==> src/rtl/post_div_pkg.sv <==
package post_div_pkg;

    localparam int unsigned DEF_DIV_W  = 8;
    localparam int unsigned DEF_HOLD_W = 8;

    typedef enum logic {
        CH_IDLE = 1'b0,
        CH_RUN  = 1'b1
    } run_e;

    function automatic int unsigned eff_ratio(int unsigned div, int unsigned div_w,
                                              int unsigned post);
        int unsigned d;
        d = (div == 0) ? ((1 << div_w) - 1) : div;
        return d * post;
    endfunction

    function automatic int unsigned max_ratio(int unsigned div_w, int unsigned post);
        return ((1 << div_w) - 1) * post;
    endfunction

endpackage

==> src/rtl/chan_ctrl_reg.sv <==
module chan_ctrl_reg #(
    parameter int unsigned      CTRL_W    = 9,
    parameter logic [CTRL_W-1:0] RESET_VAL = '0
) (
    input  logic              clk,
    input  logic              rst,
    input  logic              we,
    input  logic [CTRL_W-1:0] wdata,
    output logic [CTRL_W-1:0] q
);
    always_ff @(posedge clk) begin
        if (rst)
            q <= RESET_VAL;
        else if (we)
            q <= wdata;
    end
endmodule

==> src/rtl/chan_gate.sv <==
module chan_gate #(
    parameter int unsigned       HOLD_W    = 8,
    parameter logic [HOLD_W-1:0] HOLD_MASK = '0
) (
    input  logic              disable_bit,
    input  logic [HOLD_W-1:0] hold_word,
    output logic              active
);
    logic held;
    assign held   = |(hold_word & HOLD_MASK);
    assign active = !disable_bit && !held;
endmodule

==> src/rtl/chan_counter.sv <==
module chan_counter
    import post_div_pkg::*;
#(
    parameter int unsigned CNT_W = 9
) (
    input  logic             clk,
    input  logic             rst,
    input  logic             active,
    input  logic [CNT_W-1:0] new_ratio,
    output logic             pulse,
    output logic [CNT_W-1:0] count
);
    localparam logic [CNT_W-1:0] ONE = {{(CNT_W-1){1'b0}}, 1'b1};

    run_e             state;
    logic [CNT_W-1:0] cur_ratio;
    logic [CNT_W-1:0] eff;
    logic             last;

    // Until the first ungated cycle has passed, the incoming ratio applies.
    assign eff   = (state == CH_RUN) ? cur_ratio : new_ratio;
    assign last  = (count == (eff - ONE));
    assign pulse = active && last;

    always_ff @(posedge clk) begin
        if (rst) begin
            state     <= CH_IDLE;
            count     <= '0;
            cur_ratio <= '0;
        end else if (!active) begin
            state <= CH_IDLE;
            count <= '0;
        end else begin
            state <= CH_RUN;
            count <= last ? '0 : count + ONE;
            if (state == CH_IDLE || last)
                cur_ratio <= new_ratio;
        end
    end
endmodule

==> src/rtl/post_div_channel.sv <==
module post_div_channel
    import post_div_pkg::*;
#(
    parameter int unsigned       DIV_W      = DEF_DIV_W,
    parameter int unsigned       POST_DIV   = 2,
    parameter int unsigned       HOLD_W     = DEF_HOLD_W,
    parameter logic [HOLD_W-1:0] HOLD_MASK  = 8'h04,
    parameter logic [DIV_W:0]    RESET_CTRL = 9'h104
) (
    input  logic              clk,
    input  logic              rst,
    input  logic              cfg_we,
    input  logic [DIV_W:0]    cfg_wdata,
    input  logic [HOLD_W-1:0] hold_word,
    output logic [DIV_W:0]    ctrl_q,
    output logic              out_pulse
);
    localparam int unsigned CTRL_W  = DIV_W + 1;
    localparam int unsigned DIS_BIT = DIV_W;
    localparam int unsigned MAX_R   = max_ratio(DIV_W, POST_DIV);
    localparam int unsigned CNT_W   = $clog2(MAX_R + 1);

    logic             chan_active;
    logic [CNT_W-1:0] chan_count;
    logic [CNT_W-1:0] new_ratio;

    chan_ctrl_reg #(
        .CTRL_W    (CTRL_W),
        .RESET_VAL (RESET_CTRL)
    ) u_ctrl (
        .clk   (clk),
        .rst   (rst),
        .we    (cfg_we),
        .wdata (cfg_wdata),
        .q     (ctrl_q)
    );

    chan_gate #(
        .HOLD_W    (HOLD_W),
        .HOLD_MASK (HOLD_MASK)
    ) u_gate (
        .disable_bit (ctrl_q[DIS_BIT]),
        .hold_word   (hold_word),
        .active      (chan_active)
    );

    assign new_ratio = CNT_W'(eff_ratio(32'(ctrl_q[DIV_W-1:0]), DIV_W, POST_DIV));

    chan_counter #(
        .CNT_W (CNT_W)
    ) u_cnt (
        .clk       (clk),
        .rst       (rst),
        .active    (chan_active),
        .new_ratio (new_ratio),
        .pulse     (out_pulse),
        .count     (chan_count)
    );
endmodule

==> config.mk <==
export PLATFORM = sky130hd
export DESIGN_NAME = post_div_channel
export DESIGN_NICKNAME = d
export VERILOG_FILES = /design/src/rtl/post_div_pkg.sv /design/src/rtl/chan_ctrl_reg.sv /design/src/rtl/chan_gate.sv /design/src/rtl/chan_counter.sv /design/src/rtl/post_div_channel.sv
export SDC_FILE = /design/constraint.sdc
export NUM_CORES = 1
export LEC_CHECK = 0
export BUFFER_PORTS_ARGS = -buffer_cell sky130_fd_sc_hd__buf_2
export CORE_MARGIN = 3
export CORE_UTILIZATION = 50
export CTS_CLUSTER_DIAMETER = 120
export DETAILED_ROUTE_END_ITERATION = 12
export GPL_ROUTABILITY_DRIVEN = 0
export PLACE_DENSITY = 0.83
export SLEW_MARGIN = 20
export SYNTH_ARGS = -nofsm -noshare
export SYNTH_HDL_FRONTEND = slang
export SYNTH_SLANG_ARGS = --single-unit
==> constraint.sdc <==
create_clock -name clk -period 2.93 [get_ports clk]
set_clock_uncertainty 0.15 [all_clocks]
set_input_delay 0.1465 -clock clk [delete_from_list [all_inputs] [get_ports clk]]
set_output_delay 0.1465 -clock clk [all_outputs]
set_load 0.05 [all_outputs]
# [Word level (Yosys, flattened, before mapping)]
# Index checks and enable logic that the tools add are counted.
[classes] magnitude_cmp=0 mux=3 n_reduce_logical=8 mul=0 n_shift=0 n_addsub=2 n_div=0 eq_ne=1 bitwise=2
[ops] operator="9-bit by 1-bit adder with 9-bit output (second input constant)" n=1
[ops] operator="9-bit == test" n=1
[ops] operator="9-bit two-way mux" n=1
[ops] operator="9-bit by 1-bit subtractor with 9-bit output (second input constant)" n=1
[ops] operator="8-bit logical NOT" n=1
[ops] operator="8-bit two-way mux" n=1
[ops] operator="3-bit OR reduction" n=1
[ops] operator="1-bit logical AND" n=2
[ops] operator="1-bit logical NOT" n=2
[ops] operator="1-bit NOT" n=2
[ops] operator="2-bit AND reduction" n=1
[ops] operator="1-bit logical OR" n=1
[ops] operator="1-bit two-way mux" n=1
[word_totals] mem_count=0 output_inout_bits=10 rom_bits=0 regBits=27 mem_bits_rw=0 latchBits=0 word_cells=20 input_bits=20

# [Longest topological paths before layout]
[depth] ltp_word=7 ltp_mapped=13 ltp_nobuf=10

# [Hierarchy]
# Synthesis repeated with hierarchy kept, for this count alone.
[hier_totals] cells_unflattened=223 area_unflattened_um2=1916.8
[by_module_without_submodules] mod="chan_counter" seq_area_each_um2=380.4 instances=1 cells_each=180 area_per_inst_um2=1455.1
[by_module_without_submodules] mod="chan_ctrl_reg" seq_area_each_um2=180.2 instances=1 cells_each=29 area_per_inst_um2=326.6
[by_module_without_submodules] mod="post_div_channel" seq_area_each_um2=0.0 instances=1 cells_each=13 area_per_inst_um2=131.4
[by_module_without_submodules] mod="chan_gate" seq_area_each_um2=0.0 instances=1 cells_each=1 area_per_inst_um2=3.8

# [Worst setup path after synthesis]
# OpenSTA, ideal clock, no wires.
[synth_timing] kind="register to output" start="register u_ctrl.q[4]" end="output out_pulse" path_stages_with_launch=11 path_slack_ps=-362 path_buffers=2 t_required_ps=2634 arrival_ps=2995 cell_sequence="dfxtp_1 > buf_2 > nor4_1 > a21oi_1 > ha_1 > buf_1 > xnor2_1 > nand4_1 > a221oi_2 > o211ai_2 > nor2_1"
[synth_between] elab_chain_len=6
[synth_rtl] element="start, declared" line_no="chan_ctrl_reg.sv:9" rtl="output logic [CTRL_W-1:0] q"
[synth_rtl] element="start signal, assigned" line_no="chan_ctrl_reg.sv:15" rtl="q <= wdata;"
[synth_rtl] element="8-bit logical NOT" line_no="post_div_pkg.sv:14" rtl="d = (div == 0) ? ((1 << div_w) - 1) : div;"
[synth_rtl] element="8-bit two-way mux *" line_no="post_div_pkg.sv:14"
[synth_rtl] element="9-bit two-way mux *" line_no="chan_counter.sv:21" rtl="assign eff = (state == CH_RUN) ? cur_ratio : new_ratio;"
[synth_rtl] element="9-bit by 1-bit subtractor with 9-bit output *" line_no="chan_counter.sv:22" rtl="assign last = (count == (eff - ONE));"
[synth_rtl] element="9-bit == test *" line_no="chan_counter.sv:22"
[synth_rtl] element="1-bit logical AND *" line_no="chan_counter.sv:23" rtl="assign pulse = active && last;"
[synth_rtl] element="end, declared" line_no="post_div_channel.sv:16" rtl="output logic out_pulse"
# Every way passes the cells marked *; elsewhere a longest branch is shown, timed or not.

# [Worst setup path in the final report]
[layout_timing] start="register u_ctrl.q[5]" end="output out_pulse"
# Same word-level chain as after synthesis.

==> results.md <==
- The flow ran to the end, but the final reports show violations.
- The checks that failed: negative setup slack.
- The number of nets in the finished design is 241.
- The level count of the clock H-tree is 1.
- The number of global-route vias before repair is 1472.
- The largest net degree at the start of global routing is 27.
- The final count of negative-setup-slack endpoints is 9.
- The ratio of final minimum period to clock period is 1.03.
- The top achievable clock speed is 333 MHz.
- The sequential cells in the finished layout cover a total of between 500 and 600 sq um.
- The startpoint type of the worst setup path is a register.
- Buffers inserted during clock tree synthesis total 3.
- For this run, asynchronously set or reset flops after synthesis account for 0.
- At the end of the flow the core is filled with cells to 0.674.
- In this run the clock root is driven by a sky130_fd_sc_hd__clkbuf_4.
- Subtracting the final worst setup slack from the clock period gives 3.00 ns.
- The length of the first detailed-routing pass in iterations is 4.
- On the worst path, the slowest cell contributes a delay of 0.57 ns.
- The core region area is between 0.003 and 0.004 sq mm.
- For this run, the register share of the synthesized area comes to 0.321.
- The number of buffers and inverters on the critical path is 1.
- The main flop type after synthesis is sky130_fd_sc_hd__dfxtp_1.
- The worst slack at placement is -0.0231 ns.
- In this run the static leakage power is 0.000829 uW.
- After synthesis, the netlist uses 53 different library cells.
- The synthesized design contains 27 register bits.
- By startpoint and endpoint, the worst setup path is classified as register to output port.
- After floorplanning, the core was divided into 20 placement rows.
- The worst setup slack after layout is -0.0740 ns.
- Setup repair after global routing could not meet its margin everywhere.
- The number of cells produced by synthesis is roughly 180.
- The top-area cell type share of the netlist area is 0.321.
- The worst-case hold slack is 0.0256 ns.
- Yosys mapped a number of flops with a built-in enable equal to 0.
- Summed over all nets, the half-perimeter wirelength after detailed placement is 2720 um.
- The worst setup path is captured at an output port.
- The remaining global-route overflow is 0.
- The count of buffers added on input and output ports is 22.
- The overall routing resource usage is 0.205.
- After detailed routing, the number of vias per cell comes to approximately 5.6.
- The fill cell total of the finished layout is 215.
- The maximum fanout along the worst path is 7.
- After synthesis the cells add up to 0.00168 sq mm.
- Wires add up to 3980 um.
- The total number of vias is 1476.
- The global-route wire length before repair is 6780 um.
- Grouping stages by cell kind, the critical path spends the most delay in simple AND/OR/NAND/NOR gates.
- The max-slew violation count came to 0.
- The residual DRC count is 0.
- The area of combinational cells with multiple inputs is 0.00114 sq mm.
- Summed over all instances, the cell type with the most area after synthesis is sky130_fd_sc_hd__dfxtp_1.
- For this run, the number of standard cells in the final layout without fillers is between 200 and 300.
- The number of placed instances, taps included, is 246.
- The cell area reported after detailed placement is 0.00189 sq mm.
- After clock tree synthesis, the clock-pin slew on the worst setup and hold paths is 0.16 ns.
- At the worst endpoint, the arrival time is ~2.7 ns.
- The fraction of layout cells with a size suffix above 1 is 0.339.
- In this run the power density over the cells is 388 mW/mm^2.
- Sorting the synthesized cells by area gives the leading types as sky130_fd_sc_hd__dfxtp_1, sky130_fd_sc_hd__mux2i_1, sky130_fd_sc_hd__nor2_1, sky130_fd_sc_hd__nand2b_1, sky130_fd_sc_hd__o21bai_1.
- Among all cell types in the netlist, the one instantiated most often is sky130_fd_sc_hd__dfxtp_1.
- During I/O placement, the number of pins put on the boundary was 30.
- The library cell contributing the largest single delay on the critical path is sky130_fd_sc_hd__or4_4.
- In this run the horizontal extent of the chip is 64.0 um.
- By count the netlist is led by sky130_fd_sc_hd__dfxtp_1, sky130_fd_sc_hd__nor2_1, sky130_fd_sc_hd__mux2i_1.
- The post-route standard cell area excluding fillers is 0.00211 sq mm.
- The average wire per cell in the routed design is between 15 and 20 um.
- The layout overhead on the synthesized area is 25.3%.
- 0 antenna diodes ended up in the layout.
- Across all register-to-register paths, the minimum setup slack is -0.04 ns.
- The clock latency on the worst-skew pair is ~0.33 ns.
- TritonCTS built the clock tree.
- The total die area is between 0.004 and 0.005 sq mm.
- The worst-case vdd ir drop is 0.280 mV.
- The measured slew at the worst slew-check pin is approximately 0.46 ns.
- The worst relative slew slack is 0.694.
- The count of nets left with antenna violations after detail routing is 0.
- The critical path goes through or4_4, o41ai_4, a211oi_2, xnor3_1, nor4b_2, o211ai_2, nor2_4, buf_6.
- The CTS sink count is 27.
- In this run the worst hold path is classified as input pin to register.
- The number of maximum-capacitance violations is 0.
- From bottom edge to top edge, the die measures 64.0 um.
- The detailed router's first-iteration violation count is 59.
- No sink is reached through more buffers than the 2 on the longest clock path.
- The initial antenna violation count is 0.
- The net count of the mapped netlist is 205.
- After synthesis, the mean cell area works out to 9.19 sq um.
- The number of hold violations in the final report came to 0.
- The starting density of the core is 0.538.
- At the worst endpoint, the required time is 2.63 ns.
- The synthesis warning total is 0.
where the power goes:
group	internal [uW]	total, uW	switching [uW]
logic	116	242	126
clock network	52.2	172	120
registers	380	403	23.5
total	548	817	269
tightest hold or removal path: cells and delay by family:
kind	cells	cell delay [ns]
AND/OR/NAND/NOR	2	0.26
buffers and inverters	1	0.07
kinds of logic (layout without fill, tap and decap cells):
kind of cell	Yosys count	count (layout)	synth area share
buffers and inverters	13	48	0.0409
DFF	27	27	0.321
muxes	18	18	0.109
and+or+nand+nor	69	69	0.240
xor gates and xnor gates	13	13	0.0759
AOI/OAI and AO/OA	41	41	0.198
adders and majority gates	2	2	0.0149
final timing paths:
| kind | from | endpoint | cells after the start |
|---|---|---|---|
| worst max-delay path | u_ctrl.q[5] | out_pulse | 8 |
| worst min-delay path | hold_word[2] | u_cnt.state | 3 |
| worst max register to register | u_ctrl.q[5] | u_cnt.cur_ratio[2] | 10 |
| worst min register to register | u_cnt.cur_ratio[8] | u_cnt.cur_ratio[8] | 2 |
cell usage in the layout (no fill, tap or decap), types with 4 or more instances in the layout:
master	n
sky130_fd_sc_hd__buf_2	21
sky130_fd_sc_hd__dfxtp_1	18
sky130_fd_sc_hd__nor2_1	17
sky130_fd_sc_hd__mux2i_1	15
sky130_fd_sc_hd__nand2b_1	10
sky130_fd_sc_hd__dlygate4sd3_1	9
sky130_fd_sc_hd__buf_4	9
sky130_fd_sc_hd__o21bai_1	8
sky130_fd_sc_hd__nand2_1	7
sky130_fd_sc_hd__dfxtp_2	7
sky130_fd_sc_hd__xnor2_1	6
sky130_fd_sc_hd__xor2_1	6
sky130_fd_sc_hd__o21ai_0	5
sky130_fd_sc_hd__nor2b_1	5
sky130_fd_sc_hd__a21oi_1	4
sky130_fd_sc_hd__or4_4	4
per-stage QoR:
| stage | TNS [ns] | power, uW |
|---|---|---|
| after global routing | -0.961 | 852 |
| after global placement | 0 | 613 |
| after CTS | 0 | 800 |
| final | -0.173 | 817 |
| after floorplan | 0 | 568 |
| after detailed placement | -0.0231 | 618 |
registers in the layout, summed over array words and instances (netlist names):
| signal | flops |
|---|---|
| u_cnt.cur_ratio | 8 |
| u_cnt.count | 9 |
| u_ctrl.q | 9 |
| u_cnt.state | 1 |
routing by layer:
metal / wire length (um) / share of wire / track usage / vias to the layer above
met5: 0 / 0 / 0 / -
met4: 46 / 0.012 / 0.0485 / 0
met3: 201 / 0.050 / 0.0264 / 6
met2: 2020 / 0.51 / 0.375 / 48
met1: 1710 / 0.43 / 0.251 / 682
li1: - / - / - / 740
what timing repair did:
| item | in CTS | in global routing |
|---|---|---|
| hold buffers | 9 | 0 |
| pin swaps | 3 | 1 |
| endpoints found under the hold margin | 9 | 0 |
| setup endpoints to repair | 12 | 16 |
| buffers inserted | 1 | 2 |
| resized for setup | 14 | 5 |
cell type report:
class	instances	share of cell area
clock buffer	3	0.0107
tap	44	0.0261
clock inverter	1	0.00356
multi-input combinational	143	0.543
timing repair buffer	43	0.150
inverter	1	0.00178
sequential	27	0.264
No activity file was read; power rests on OpenSTA's default activity.
